`config.mk`:
```
export PLATFORM = sky130hd
export DESIGN_NAME = mc_ctrl
export DESIGN_NICKNAME = d
export VERILOG_FILES = /design/src/rtl/mc_ctrl_pkg.sv /design/src/rtl/mc_state_reg.sv /design/src/rtl/mc_next_state.sv /design/src/rtl/mc_out_decode.sv /design/src/rtl/mc_ctrl.sv
export SDC_FILE = /design/constraint.sdc
export NUM_CORES = 1
export LEC_CHECK = 0
export BUFFER_PORTS_ARGS = -buffer_cell sky130_fd_sc_hd__buf_2
export CAP_MARGIN = 5
export CORE_AREA = 10 10 47 49
export DETAILED_ROUTE_END_ITERATION = 16
export DIE_AREA = 0 0 57 59
export PLACE_DENSITY_LB_ADDON = 0.15
export SKIP_LAST_GASP = 1
export SLEW_MARGIN = 20
export SYNTH_ARGS = -nofsm -noshare
export SYNTH_HDL_FRONTEND = slang
export SYNTH_SLANG_ARGS = --single-unit
```
`constraint.sdc`:
```
create_clock -name clk -period 2.1 [get_ports clk]
set_clock_uncertainty 0.1 [all_clocks]
set_input_delay 0.21 -clock clk [delete_from_list [all_inputs] [get_ports clk]]
set_output_delay 0.21 -clock clk [all_outputs]
set_load 0.02 [all_outputs]
```
`src/rtl/mc_ctrl_pkg.sv`:
```
package mc_ctrl_pkg;

  typedef enum logic [3:0] {
    S_FETCH  = 4'd0,
    S_DECODE = 4'd1,
    S_LWADR  = 4'd2,
    S_LWRD   = 4'd3,
    S_LWWB   = 4'd4,
    S_SWADR  = 4'd5,
    S_SWWR   = 4'd6,
    S_REXE   = 4'd7,
    S_RWB    = 4'd8,
    S_BEQ    = 4'd9,
    S_JMADR  = 4'd10,
    S_JMST   = 4'd11
  } state_t;

  localparam int SELW = 2;

  localparam logic [SELW-1:0] ALU_ADD  = 2'd0;
  localparam logic [SELW-1:0] ALU_SUB  = 2'd1;
  localparam logic [SELW-1:0] ALU_FUNC = 2'd2;

  localparam logic [SELW-1:0] AS_PC     = 2'd0;
  localparam logic [SELW-1:0] AS_ALUOUT = 2'd1;
  localparam logic [SELW-1:0] AS_REGB   = 2'd2;

  localparam logic [SELW-1:0] SB_REGB  = 2'd0;
  localparam logic [SELW-1:0] SB_FOUR  = 2'd1;
  localparam logic [SELW-1:0] SB_IMM   = 2'd2;
  localparam logic [SELW-1:0] SB_IMMSH = 2'd3;

  localparam logic [SELW-1:0] PS_ALU    = 2'd0;
  localparam logic [SELW-1:0] PS_ALUOUT = 2'd1;
  localparam logic [SELW-1:0] PS_MDR    = 2'd2;

  typedef struct packed {
    logic [SELW-1:0] addr_sel;
    logic            mem_rd;
    logic            mem_wr;
    logic            ir_wr;
    logic            reg_dst;
    logic            mem_to_reg;
    logic            reg_wr;
    logic            alu_src_a;
    logic [SELW-1:0] alu_src_b;
    logic [SELW-1:0] alu_op;
    logic [SELW-1:0] pc_src;
    logic            pc_wr;
    logic            wdata_sel;
  } ctrl_t;

  localparam ctrl_t CTRL_IDLE = '0;

endpackage

```
`src/rtl/mc_state_reg.sv`:
```
module mc_state_reg
  import mc_ctrl_pkg::*;
(
  input  logic   clk,
  input  logic   rst,
  input  state_t nxt,
  output state_t cur
);

  always_ff @(posedge clk) begin
    if (rst) cur <= S_FETCH;
    else     cur <= nxt;
  end

endmodule

```
`src/rtl/mc_next_state.sv`:
```
module mc_next_state
  import mc_ctrl_pkg::*;
#(
  parameter int              OPW     = 6,
  parameter logic [OPW-1:0]  OP_RTYPE = 0,
  parameter logic [OPW-1:0]  OP_LW    = 35,
  parameter logic [OPW-1:0]  OP_SW    = 43,
  parameter logic [OPW-1:0]  OP_BEQ   = 4,
  parameter logic [OPW-1:0]  OP_JMEM  = 60
)(
  input  state_t         cur,
  input  logic [OPW-1:0] opcode,
  output state_t         nxt,
  output logic           op_known
);

  // Dispatch target for an opcode seen in decode; fetch when unsupported.
  function automatic state_t dispatch(input logic [OPW-1:0] op);
    if      (op == OP_RTYPE) return S_REXE;
    else if (op == OP_LW)    return S_LWADR;
    else if (op == OP_SW)    return S_SWADR;
    else if (op == OP_BEQ)   return S_BEQ;
    else if (op == OP_JMEM)  return S_JMADR;
    else                     return S_FETCH;
  endfunction

  state_t target;
  assign target   = dispatch(opcode);
  assign op_known = (target != S_FETCH);

  always_comb begin
    unique case (cur)
      S_FETCH:  nxt = S_DECODE;
      S_DECODE: nxt = target;
      S_LWADR:  nxt = S_LWRD;
      S_LWRD:   nxt = S_LWWB;
      S_SWADR:  nxt = S_SWWR;
      S_REXE:   nxt = S_RWB;
      S_JMADR:  nxt = S_JMST;
      default:  nxt = S_FETCH;
    endcase
  end

endmodule

```
`src/rtl/mc_out_decode.sv`:
```
module mc_out_decode
  import mc_ctrl_pkg::*;
(
  input  state_t cur,
  input  logic   zero,
  output ctrl_t  c
);

  always_comb begin
    c = CTRL_IDLE;
    unique case (cur)
      S_FETCH: begin
        c.addr_sel  = AS_PC;
        c.mem_rd    = 1'b1;
        c.ir_wr     = 1'b1;
        c.alu_src_b = SB_FOUR;
        c.alu_op    = ALU_ADD;
        c.pc_src    = PS_ALU;
        c.pc_wr     = 1'b1;
      end
      S_DECODE: begin
        c.alu_src_b = SB_IMMSH;
        c.alu_op    = ALU_ADD;
      end
      S_LWADR, S_SWADR: begin
        c.alu_src_a = 1'b1;
        c.alu_src_b = SB_IMM;
        c.alu_op    = ALU_ADD;
      end
      S_LWRD: begin
        c.addr_sel = AS_ALUOUT;
        c.mem_rd   = 1'b1;
      end
      S_LWWB: begin
        c.mem_to_reg = 1'b1;
        c.reg_wr     = 1'b1;
      end
      S_SWWR: begin
        c.addr_sel  = AS_ALUOUT;
        c.mem_wr    = 1'b1;
        c.wdata_sel = 1'b0;
      end
      S_REXE: begin
        c.alu_src_a = 1'b1;
        c.alu_src_b = SB_REGB;
        c.alu_op    = ALU_FUNC;
      end
      S_RWB: begin
        c.reg_dst = 1'b1;
        c.reg_wr  = 1'b1;
      end
      S_BEQ: begin
        c.alu_src_a = 1'b1;
        c.alu_src_b = SB_REGB;
        c.alu_op    = ALU_SUB;
        c.pc_src    = PS_ALUOUT;
        c.pc_wr     = zero;
      end
      S_JMADR: begin
        c.addr_sel  = AS_REGB;
        c.mem_rd    = 1'b1;
        c.alu_src_a = 1'b1;
        c.alu_src_b = SB_IMM;
        c.alu_op    = ALU_ADD;
      end
      S_JMST: begin
        c.addr_sel  = AS_ALUOUT;
        c.mem_wr    = 1'b1;
        c.wdata_sel = 1'b1;
        c.pc_src    = PS_MDR;
        c.pc_wr     = 1'b1;
      end
      default: c = CTRL_IDLE;
    endcase
  end

endmodule

```
`src/rtl/mc_ctrl.sv`:
```
module mc_ctrl
  import mc_ctrl_pkg::*;
#(
  parameter int             OPW     = 6,
  parameter logic [OPW-1:0] OP_JMEM = 60
)(
  input  logic            clk,
  input  logic            rst,
  input  logic [OPW-1:0]  opcode,
  input  logic            zero,
  output logic [1:0]      addr_sel,
  output logic            mem_rd,
  output logic            mem_wr,
  output logic            ir_wr,
  output logic            reg_dst,
  output logic            mem_to_reg,
  output logic            reg_wr,
  output logic            alu_src_a,
  output logic [1:0]      alu_src_b,
  output logic [1:0]      alu_op,
  output logic [1:0]      pc_src,
  output logic            pc_wr,
  output logic            wdata_sel
);

  state_t cur;
  state_t nxt;
  ctrl_t  c;
  logic   op_known;
  logic   in_decode;

  assign in_decode = (cur == S_DECODE);

  mc_state_reg u_state (
    .clk (clk),
    .rst (rst),
    .nxt (nxt),
    .cur (cur)
  );

  mc_next_state #(
    .OPW     (OPW),
    .OP_JMEM (OP_JMEM)
  ) u_next (
    .cur      (cur),
    .opcode   (opcode),
    .nxt      (nxt),
    .op_known (op_known)
  );

  mc_out_decode u_out (
    .cur  (cur),
    .zero (zero),
    .c    (c)
  );

  assign addr_sel   = c.addr_sel;
  assign mem_rd     = c.mem_rd;
  assign mem_wr     = c.mem_wr;
  assign ir_wr      = c.ir_wr;
  assign reg_dst    = c.reg_dst;
  assign mem_to_reg = c.mem_to_reg;
  assign reg_wr     = c.reg_wr;
  assign alu_src_a  = c.alu_src_a;
  assign alu_src_b  = c.alu_src_b;
  assign alu_op     = c.alu_op;
  assign pc_src     = c.pc_src;
  assign pc_wr      = c.pc_wr;
  assign wdata_sel  = c.wdata_sel;

endmodule

```
## Word-level counts from Yosys, hierarchy flattened

Index checks and enable logic that the tools add are counted.
Widths: inputs -> output; s select.

- Flip-flop bits (word level): 4
- Input port bits: 9
- Output and inout bits: 17

- Equal/unequal tests: 15
- Multiplexer cells: 17
- Reduce and logical (&&, ||, !) cells: 8

Operator list:

| operator | count |
|---|---|
| $pmux 4 s7 | 1 |
| $mux 4 | 5 |
| $pmux 4 s5 | 1 |
| $eq 6x6->1 const B | 3 |
| $eq 4x3->1 const B | 4 |
| $eq 4x4->1 const B | 4 |
| $pmux 3 s3 | 1 |
| $reduce_or 3->1 | 3 |
| $eq 4x2->1 const B | 2 |
| $mux 1 | 8 |
| $eq 6x3->1 const B | 1 |
| $logic_not 6->1 | 1 |
| $reduce_or 5->1 | 1 |
| $eq 4x1->1 const B | 1 |
| $logic_not 4->1 | 1 |
| $pmux 2 s2 | 1 |
| $reduce_or 2->1 | 2 |

## Longest topological paths before layout

Gate-level depths: netlist of run 1.

- Word-level depth: 7
- Depth in mapped cells: 4
- Depth with buffers taken out: 3

## Modules after synthesis

From an unflattened synthesis of run 1, not the netlist that was laid out.

- Cell total of the unflattened synthesis: 76
- Area total of the unflattened synthesis: 549.3 sq um

By module, submodules not included:

| module | instances | cells an instance | area each (sq um) |
|---|---|---|---|
| mc_out_decode | 1 | 35 | 231.5 |
| mc_next_state | 1 | 33 | 212.7 |
| mc_state_reg | 1 | 8 | 105.1 |

## Worst setup path after synthesis of run 1

No wires, ideal clock.

- Path type: register to output
- Start: reg u_state.cur[1]
- End: out pc_src[1]
- Data arrival time: 1,295 ps
- Data required time: 1,790 ps
- Setup slack: 495 ps
- Cell stages (with the launch flop): 5
- Cells stage by stage: dfxtp_1 clkbuf_1 nand2_1 nor2_1 buf_4

- Word-level cells in the longest chain between the ends: 2
- Elaborated cells between the ends (all ways): 4

Ends and longest elaborated chain:

| item | RTL line | text |
|---|---|---|
| from (decl) | mc_state_reg.sv:7 | `output state_t cur` |
| from (signal assigned) | mc_state_reg.sv:12 | `else cur <= nxt;` |
| $eq 4x4->1 / $logic_not 4->1 (equally long branches) | mc_out_decode.sv:11 | `unique case (cur)` |
| $pmux 3 s3 (*) | mc_out_decode.sv:11 |  |
| to (decl) | mc_ctrl.sv:21 | `output logic [1:0] pc_src,` |

Mark *: on every way between the ends. The rest lies on a longest branch, timed or not.

## Worst setup path after layout of run 1

- Start: reg u_state.cur[0]
- End: out mem_rd

- Word-level cells in the longest chain between the ends: 3
- Elaborated cells between the ends (all ways): 5

Ends and longest elaborated chain:

| item | RTL line | text |
|---|---|---|
| $eq 4x2->1 (tied with other cells) | mc_out_decode.sv:11 |  |
| $reduce_or 3->1 (no line) (*) | -- |  |
| $mux 1 (*) | mc_out_decode.sv:11 |  |
| to (decl) | mc_ctrl.sv:12 | `output logic mem_rd,` |

Marks and branches as above.

==> results.yml, run 1 <==
synth:
  yosysMostFrequentCell: "nor2_1"
  yosysTopAreaCell: "dfxtp_1"
  synthXorXnorAreaFrac_pct: 0
  synth_edf_count: 0
  synth_top_area_share_pct: 16.49
  synth_seq_cells: 4
  synth-adder-area-share_pct: 0
  synth_top_family_by_area: "simple AND/OR/NAND/NOR gates"
  synth_cell_types: 35
  synth_area_um2: 485.5
  ys_seq_area_share_pct: 16.49
  netlist_top_cells_count: "nor2_1 (9), a21oi_1 (5), nand2b_1 (5)"
  synthSimpleGateAreaFrac_pct: 41.24
  netlist_instances: 71
  syn_nets: 80
  synthTopCellsByArea: "dfxtp_1 (16%), nor2_1 (7.0%), nand2b_1 (6.4%), a21oi_1 (5.2%), nor2b_1 (5.2%)"
  yosys_warnings: 0
  async_flop_share_pct: 0
  ys.flop_type: "dfxtp_1"
  synthMuxAreaShare_pct: 4.381
  syn_avg_cell_area_um2: 6.838
  synth_compound_area_share_pct: 28.61
timing:
  finalSetupTns_ns: 0
  finalSetupViolCount: 0
  tightest_slew_ns: 0.5119
  slew_viol_final: 0
  final_hold_viol_count: 0
  slew_headroom_pct: 65.56
  min_period_ns: 1.992
  rsz0062_at_grt: "no"
  clock.fmax_mhz: 501.9
  post-route-period-util_pct: 94.87
pwr:
  p_leak_nw: 0.2964
  p_seq_share_pct: 34.7
  switching_share_pct: 30.76
  p_switching_mw: 0.07606
  pwr-share-comb_pct: 27.5
  p_int_mw: 0.1712
  ir_drop_mv: 0.1760
  power_density_nw_per_um2: 385.2
  pwr-share-clk_pct: 37.8
detailed_routing:
  drt_iter0_drc: 14
  vias_per_cell: 5.348
  avgRoutedWirePerCell_um: 13.08
  remaining_drc_errors: 0
  dr.pass1.iters: 4
  wirelength_mm: 1.465
  dr_total_vias: 599
  antenna_left: 0
floorplanning:
  row_count: 14
  core_area_um2: 1401
  die_area_um2: 3363
  fp.dieH_um: 59
  ioPinCount: 26
  start_util_pct: 34.64
  die_width_um: 57
grt:
  grt_max_degree: 17
  grt_usage_pct: 8.254
  grt_pass1_vias: 558
  grt_pass1_wl_mm: 2.373
  grt_antenna_before_repair: 0
  overflow: 0
critical_path:
  startpoint_type: "register"
  ff2ff_path_depth: 3
  critPathRequiredTime_ns: 1.79
  reg2reg_to: "u_state.cur[1]$_SDFF_PP0_"
  end_kind: "output pin"
  crit_chain: "nor2b_1 > or3_1 > a21oi_1 > buf_2"
  ff2ff_setup_slack_ns: 0.49
  crit_path_top_delay_cell: "dfxtp_1"
  worstPathArrival_ns: 1.68
  r2r_start: "u_state.cur[1]$_SDFF_PP0_"
  worst-setup-path-type: "reg2out"
  critPathMaxStageDelay_ns: 0.60
  path_max_fanout: 16
cells_and_area:
  n_antenna_cell: 0
  fillCellCount: 160
  regMostFlops: "u_state.cur"
  fin_area_um2: 641.9
  nNetsFinal: 107
  finalNonFillerCells: 112
  drive_gt1_share_pct: 33.33
  top_regs: "u_state.cur (4)"
  area.growth.synth_to_final_pct: 32.22
  largest_reg_flops: 4
min_path:
  hold_path_depth: 3
  min_from: "rst"
  min_path_type: "in2reg"
  worstHoldEndpoint: "u_state.cur[2]$_SDFF_PP0_"
clock_tree:
  cts_max_level: 1
  cts_hold_buf: 0
  cts_root_buffer: "clkbuf_4"
  clock_latency_ns: 0.23
  cts_buffer_depth: 2
  clkTransAtPathRegs_ns: 0.04
  postCtsSetupRepairBufs: 0
  numCtsBuffers: 3
  cts_tree: "built"
  clock-sinks: 4
  postCtsResizedCells: 0
placed_design:
  place.gp.congestion: 0.7729
  dp_hpwl_mm: 1.165
  port-buffer-count: 25
  placedInstanceArea_um2: 619.3
  dp_cells: 109
flow_run:
  drv_cap: 0
status:
  outcome: "finished clean"
[worst max-delay path by stage]
stage / cells past startpoint / endpoint / slack (ns) / from
2_1_floorplan: 4 / pc_src[1] / 0.50 / u_state.cur[1]$_SDFF_PP0_
3_3_place_gp: 4 / mem_rd / 0.40 / u_state.cur[0]$_SDFF_PP0_
3_5_place_dp: 4 / mem_rd / 0.36 / u_state.cur[0]$_SDFF_PP0_
4_1_cts: 4 / mem_rd / 0.10 / u_state.cur[0]$_SDFF_PP0_
5_1_grt: 4 / mem_rd / 0.03 / u_state.cur[0]$_SDFF_PP0_
6_report: 4 / mem_rd / 0.11 / u_state.cur[0]$_SDFF_PP0_
[placed cells by master, fill, tap and decap left out, types with 2 or more instances in the layout]
master and instances:
a2111o_1 2, a21oi_1 5, and3_1 2, buf_2 25, buf_4 2, clkbuf_4 3
dfxtp_1 4, inv_1 4, nand2_1 2, nand2b_1 5, nor2_1 9, nor2b_1 4
nor3_1 4, nor4_1 2, o21ai_0 2, or3_1 2
[power groups by stage]
stage | Clock (mW) | Sequential [mW] | Combinational [mW]
floorplan | 0 | 0.0822 | 0.0471
detailed placement | 0 | 0.0868 | 0.0683
global placement | 0 | 0.0866 | 0.0683
global route | 0.0950 | 0.0862 | 0.0756
CTS | 0.0948 | 0.0858 | 0.0687
finish | 0.0935 | 0.0858 | 0.0680
[metal layers]
layer,share of wire [%],track usage [%]
met3,8.2,3.219
met1,49,9.277
met4,0.68,4.027
met5,0,0
met2,42,13.33
[area by class of cell]
type / count / area, µm² / area share [%]
Clock buffer: 3 / 22.52 / 3.509
Tap cell: 16 / 20.02 / 3.119
Multi-Input combinational cell: 57 / 360.3 / 56.14
Timing Repair Buffer: 27 / 140.1 / 21.83
Inverter: 5 / 18.77 / 2.924
Sequential cell: 4 / 80.08 / 12.48
[cell families after synthesis]
family / Yosys count
buffers and inverters: 10
muxes: 2
and+or+nand+nor: 36
AOI/OAI and AO/OA: 19
DFF: 4
[critical path, delay by kind of cell (launching register included)]
kind,cells,cell delay [ns]
AND/OR/NAND/NOR,2,0.55
AO/OA/AOI/OAI,1,0.12
buffers and inverters,1,0.17
flip-flops,1,0.60
[through the flow]
stage | setup WS [ns] | power [mW] | util, % | hold slack (ns)
after floorplan | 0.4953 | 0.1293 | - | 0.2633
after global placement | 0.4020 | 0.1549 | 44.20 | 0.4115
after detailed placement | 0.3644 | 0.1551 | 44.20 | 0.4062
after CTS | 0.1036 | 0.2493 | 45.80 | 0.1647
after global routing | 0.03197 | 0.2569 | 45.80 | 0.1951
final | 0.1077 | 0.2473 | 45.80 | 0.1732
(Power assumes the default switching activity.)
==> run 2, diff against run 1 <==
--- a/config.mk
+++ b/config.mk
@@ -7,9 +7,9 @@
 export LEC_CHECK = 0
 export BUFFER_PORTS_ARGS = -buffer_cell sky130_fd_sc_hd__buf_2
 export CAP_MARGIN = 5
-export CORE_AREA = 10 10 47 49
+export CORE_AREA = 2 2 39 41
 export DETAILED_ROUTE_END_ITERATION = 16
-export DIE_AREA = 0 0 57 59
+export DIE_AREA = 0 0 41 43
 export PLACE_DENSITY_LB_ADDON = 0.15
 export SKIP_LAST_GASP = 1
 export SLEW_MARGIN = 20
==> run 2 against run 1 <==
  * Cell area shrank 1.2%
  * Sequential power up 0.6%
  * Worst setup slack better by 0.0071 ns
  * Critical path depth unchanged
  * Via count is 2.5% lower
  * Register-to-register slack lost 0.07 ns
  * Die area shrank 48%
  * Non-clock buffer count decreased by 1
  * Fmax grew 0.36%
  * Utilization hardly changed
  * Combinational power is 2% lower
  * Largest cell class unchanged
==> results.yml, run 2 (synthesis gave the netlist of run 1 again) <==
clock_tree:
  numCtsBuffers: 3
  cts_hold_buf: 0
  clock_latency_ns: 0.23
  cts_buffer_depth: 2
  cts_tree: "built"
  cts_max_level: 1
  cts_root_buffer: "clkbuf_4"
  clock-sinks: 4
  clkTransAtPathRegs_ns: 0.04
  postCtsSetupRepairBufs: 0
  postCtsResizedCells: 0
cells_and_area:
  final_common_cell: "buf_2"
  regMostFlops: "u_state.cur"
  final_cell_mix: "buf_2 (25), nor2_1 (9), nand2b_1 (5), a21oi_1 (5)"
  n_antenna_cell: 0
  top_regs: "u_state.cur (4)"
  finalNonFillerCells: 111
  drive_gt1_share_pct: 32.63
  area.growth.synth_to_final_pct: 30.67
  largest_reg_flops: 4
  nNetsFinal: 106
  fin_area_um2: 634.4
placed_design:
  port-buffer-count: 25
  dp_cells: 108
  dp_hpwl_um: 907.3
  placedInstanceArea_um2: 611.8
  place.gp.congestion: 0.6669
floorplanning:
  core_area_um2: 1384
  start_util_pct: 35.08
  fp.dieH_um: 43
  die_width_um: 41
  row_count: 14
  die_area_um2: 1763
  ioPinCount: 26
timing:
  clock.fmax_mhz: 503.7
  rsz0062_at_grt: "no"
  finalSetupViolCount: 0
  finalSetupTns_ns: 0
  slew_viol_final: 0
  post-route-period-util_pct: 94.53
  tightest_slew_ns: 0.4712
  slew_headroom_pct: 68.54
  min_period_ns: 1.985
  final_hold_viol_count: 0
grt:
  grt_usage_pct: 14.24
  grt_max_degree: 17
  grt_pass1_wl_mm: 1.787
  grt_antenna_before_repair: 0
  grt_pass1_vias: 436
  overflow: 0
critical_path:
  startpoint: "u_state.cur[0]$_SDFF_PP0_"
  worst-setup-path-type: "reg2out"
  critPathRequiredTime_ns: 1.79
  r2r_start: "u_state.cur[0]$_SDFF_PP0_"
  startpoint_type: "register"
  worstPathArrival_ns: 1.68
  path_max_fanout: 16
  end_kind: "output pin"
min_path:
  min_from: "rst"
  min_path_type: "in2reg"
detailed_routing:
  wirelength_mm: 1.237
  vias_per_cell: 5.261
  avgRoutedWirePerCell_um: 11.14
  remaining_drc_errors: 0
  drt_iter0_drc: 10
  dr.pass1.iters: 4
  antenna_left: 0
  dr_total_vias: 584
status:
  outcome: "finished clean"
pwr:
  power_density_nw_per_um2: 386.1
  ir_drop_mv: 0.1986
  p_leak_nw: 0.2910
flow_run:
  drv_cap: 0
[run 2: cell types whose count changed in the layout (fill, tap and decap cells not counted)]
cell / delta
buf_4: -1
[run 2: power breakdown]
group	total (mW)	switching (mW)	internal [mW]
combinational	0.0665	0.0379	0.0286
clock	0.0921	0.0283	0.0637
sequential	0.0863	0.00776	0.0785
total	0.245	0.0740	0.171
[run 2: layout make-up]
cell class                 count  area, µm²
clock buffer                   3      22.52
fill                         151      749.5
inverter                       5      18.77
multi-input combinational     57      360.3
sequential                     4      80.08
tap                           16      20.02
timing repair buffer          26      132.6
[run 2: worst paths after layout]
kind / to / depth (start not counted) / slack (ns)
worst max-delay path: mem_rd / 4 / 0.11
worst min-delay path: u_state.cur[2]$_SDFF_PP0_ / 3 / 0.17
worst max register to register: u_state.cur[1]$_SDFF_PP0_ / 3 / 0.42
worst min register to register: u_state.cur[3]$_SDFF_PP0_ / 2 / 0.65
[run 2: per-layer routing]
metal | global-route usage, % | part of all wire, % | vias to the layer above
met2 | 21.88 | 45 | 24
li1 | - | - | 322
met5 | 0 | 0 | -
met4 | 4.000 | 0 | 0
met3 | 4.712 | 6.7 | 0
met1 | 18.27 | 48 | 238
[run 2: stage by stage]
| stage | utilization, % | setup WS, ns | power, mW | hold slack (ns) |
|---|---|---|---|---|
| 6_report | 45.84 | 0.1148 | 0.2449 | 0.1682 |
| 5_1_grt | 45.84 | 0.04102 | 0.2644 | 0.2027 |
| 4_1_cts | 45.84 | 0.1137 | 0.2491 | 0.1623 |
| 3_5_place_dp | 44.21 | 0.3594 | 0.1538 | 0.4038 |
| 3_3_place_gp | 44.21 | 0.3956 | 0.1537 | 0.4066 |
| 2_1_floorplan | - | 0.4953 | 0.1293 | 0.2633 |
[run 2: critical path, cell delays in order, from the launching register on]
cell	delay [ns]
dfxtp_1	0.60
nor2b_1	0.18
or3_1	0.37
a21oi_1	0.12
buf_2	0.18
==> run 3, diff against run 2 <==
--- a/config.mk
+++ b/config.mk
@@ -5,6 +5,7 @@
 export SDC_FILE = /design/constraint.sdc
 export NUM_CORES = 1
 export LEC_CHECK = 0
+export ABC_AREA = 1
 export BUFFER_PORTS_ARGS = -buffer_cell sky130_fd_sc_hd__buf_2
 export CAP_MARGIN = 5
 export CORE_AREA = 2 2 39 41
==> run 3 against run 2 <==
  * Die area unchanged
  * Sequential share of layout area up 0.91 points
  * Largest power group unchanged
  * Worst hold slack worse by 0.091 ns
  * Highest routed layer unchanged
  * Critical path type unchanged
==> results.yml, run 3 <==
status:
  outcome: "finished clean"
synth:
  yosysMostFrequentCell: "nor2_1"
  synth_edf_count: 0
  syn_avg_cell_area_um2: 5.139
  synth_cell_types: 14
  syn_nets: 93
  netlist_top_cells_count: "nor2_1 (23), nand2_1 (16), inv_1 (14)"
  synth_seq_cells: 4
  ys_seq_area_share_pct: 18.55
  synth_area_um2: 431.7
  netlist_instances: 84
  yosysTopAreaCell: "nor2_1"
  synthTopCellsByArea: "nor2_1 (20%), dfxtp_1 (19%), nand2_1 (14%), inv_1 (12%), nand3_1 (10%)"
  async_flop_share_pct: 0
  ys.flop_type: "dfxtp_1"
  synth_top_area_share_pct: 20.00
  yosys_warnings: 0
timing:
  slew_headroom_pct: 83.06
  post-route-period-util_pct: 81.08
  finalSetupViolCount: 0
  rsz0062_at_grt: "no"
  slew_viol_final: 0
  clock.fmax_mhz: 587.3
  min_period_ns: 1.703
  whs_ns: 0.07711
  finalSetupTns_ns: 0
  final_hold_viol_count: 0
  tightest_slew_ns: 0.2537
grt:
  grt_pass1_wl_mm: 1.932
  grt_usage_pct: 15.65
  overflow: 0
  grt_pass1_vias: 496
  grt_max_degree: 7
  grt_antenna_before_repair: 0
pwr:
  ir_drop_mv: 0.3722
  power_density_nw_per_um2: 414.1
  p_leak_nw: 0.3750
clock_tree:
  numCtsBuffers: 3
  clock-sinks: 4
  clock_latency_ns: 0.24
  postCtsSetupRepairBufs: 0
  cts_root_buffer: "clkbuf_4"
  cts_tree: "built"
  postCtsResizedCells: 0
  cts_max_level: 1
  clkTransAtPathRegs_ns: 0.04
  cts_hold_buf: 0
  cts_buffer_depth: 2
cells_and_area:
  final_cell_mix: "buf_2 (25), nor2_1 (23), nand2_1 (16), inv_1 (14), nand3_1 (9)"
  top_regs: "u_state.cur (4)"
  fillCellCount: 173
  nNetsFinal: 122
  n_antenna_cell: 0
  regMostFlops: "u_state.cur"
  final_common_cell: "buf_2"
  area.growth.synth_to_final_pct: 37.10
  post-route-util_pct: 42.77
  drive_gt1_share_pct: 33.33
  largest_reg_flops: 4
critical_path:
  startpoint_type: "register"
  ff2ff_path_depth: 7
  critPathRequiredTime_ns: 1.79
  end_kind: "output pin"
  worst-setup-path-type: "reg2out"
  path_max_fanout: 6
  worstPathArrival_ns: 1.39
  ff2ff_setup_slack_ns: 0.84
detailed_routing:
  antenna_left: 0
  wirelength_mm: 1.233
  vias_per_cell: 4.748
  remaining_drc_errors: 0
  drt_iter0_drc: 16
  dr.pass1.iters: 4
  dr_total_vias: 603
  avgRoutedWirePerCell_um: 9.709
min_path:
  hold_path_depth: 2
  min_path_type: "in2reg"
floorplanning:
  core_area_um2: 1384
  start_util_pct: 31.19
  row_count: 14
  fp.dieH_um: 43
  die_width_um: 41
  die_area_um2: 1763
  ioPinCount: 26
flow_run:
  drv_cap: 0
placed_design:
  dp_hpwl_mm: 1.039
  place.gp.congestion: 0.7248
  port-buffer-count: 25
[run 3: routing by layer]
metal	share of wire, %	vias to the layer above	track usage, %
met5	0	-	0
met4	0	0	2.000
met3	7.1	0	4.712
met2	50	22	26.56
met1	43	266	18.91
li1	-	315	-
[run 3: cell type report]
cell class	instances	area [µm²]	area share, %
clock buffers	3	22.52	3.805
multi-input cells	64	287.8	48.63
inverters	15	56.30	9.514
repair buffers	25	125.1	21.14
flip-flops and latches	4	80.08	13.53
well taps	16	20.02	3.383
[run 3: power by group]
group / leakage [nW] / internal (mW) / switching [mW]
sequential: 0.0326 / 0.0786 / 0.00350
clock: 0.0138 / 0.0641 / 0.0332
combinational: 0.329 / 0.0230 / 0.0426
[run 3: cell families (layout without fill, tap and decap cells)]
group | after synthesis | in the layout | share of synthesized area (%)
buffers and inverters | 16 | 43 | 14.78
AOI/OAI and AO/OA | 8 | 8 | 10.73
DFF | 4 | 4 | 18.55
and+or+nand+nor | 56 | 56 | 55.94
[run 3: final timing paths]
kind / from / end
worst max register to register: u_state.cur[1]$_SDFF_PP0_ / u_state.cur[1]$_SDFF_PP0_
worst min register to register: u_state.cur[3]$_SDFF_PP0_ / u_state.cur[1]$_SDFF_PP0_
worst min-delay path: rst / u_state.cur[3]$_SDFF_PP0_
worst max-delay path: u_state.cur[2]$_SDFF_PP0_ / alu_src_a
[run 3: metrics by stage]
step / setup WS [ns] / cells / total power [mW] / instance area, µm²
after floorplan: 0.5616 / 84 / 0.1244 / 431.7
after global placement: 0.6511 / 124 / 0.1488 / 569.3
after detailed placement: 0.6756 / 124 / 0.1495 / 569.3
after global routing: 0.2843 / 127 / 0.2643 / 591.8
after CTS: 0.4169 / 127 / 0.2508 / 591.8
final: 0.3973 / 127 / 0.2451 / 591.8
[run 3: critical path: stages (launching register included)]
cell and delay (ns):
dfxtp_1 0.45, inv_1 0.09, nand2_1 0.18, nor2_1 0.10, nor2_1 0.11, nand2_1 0.07
buf_2 0.16
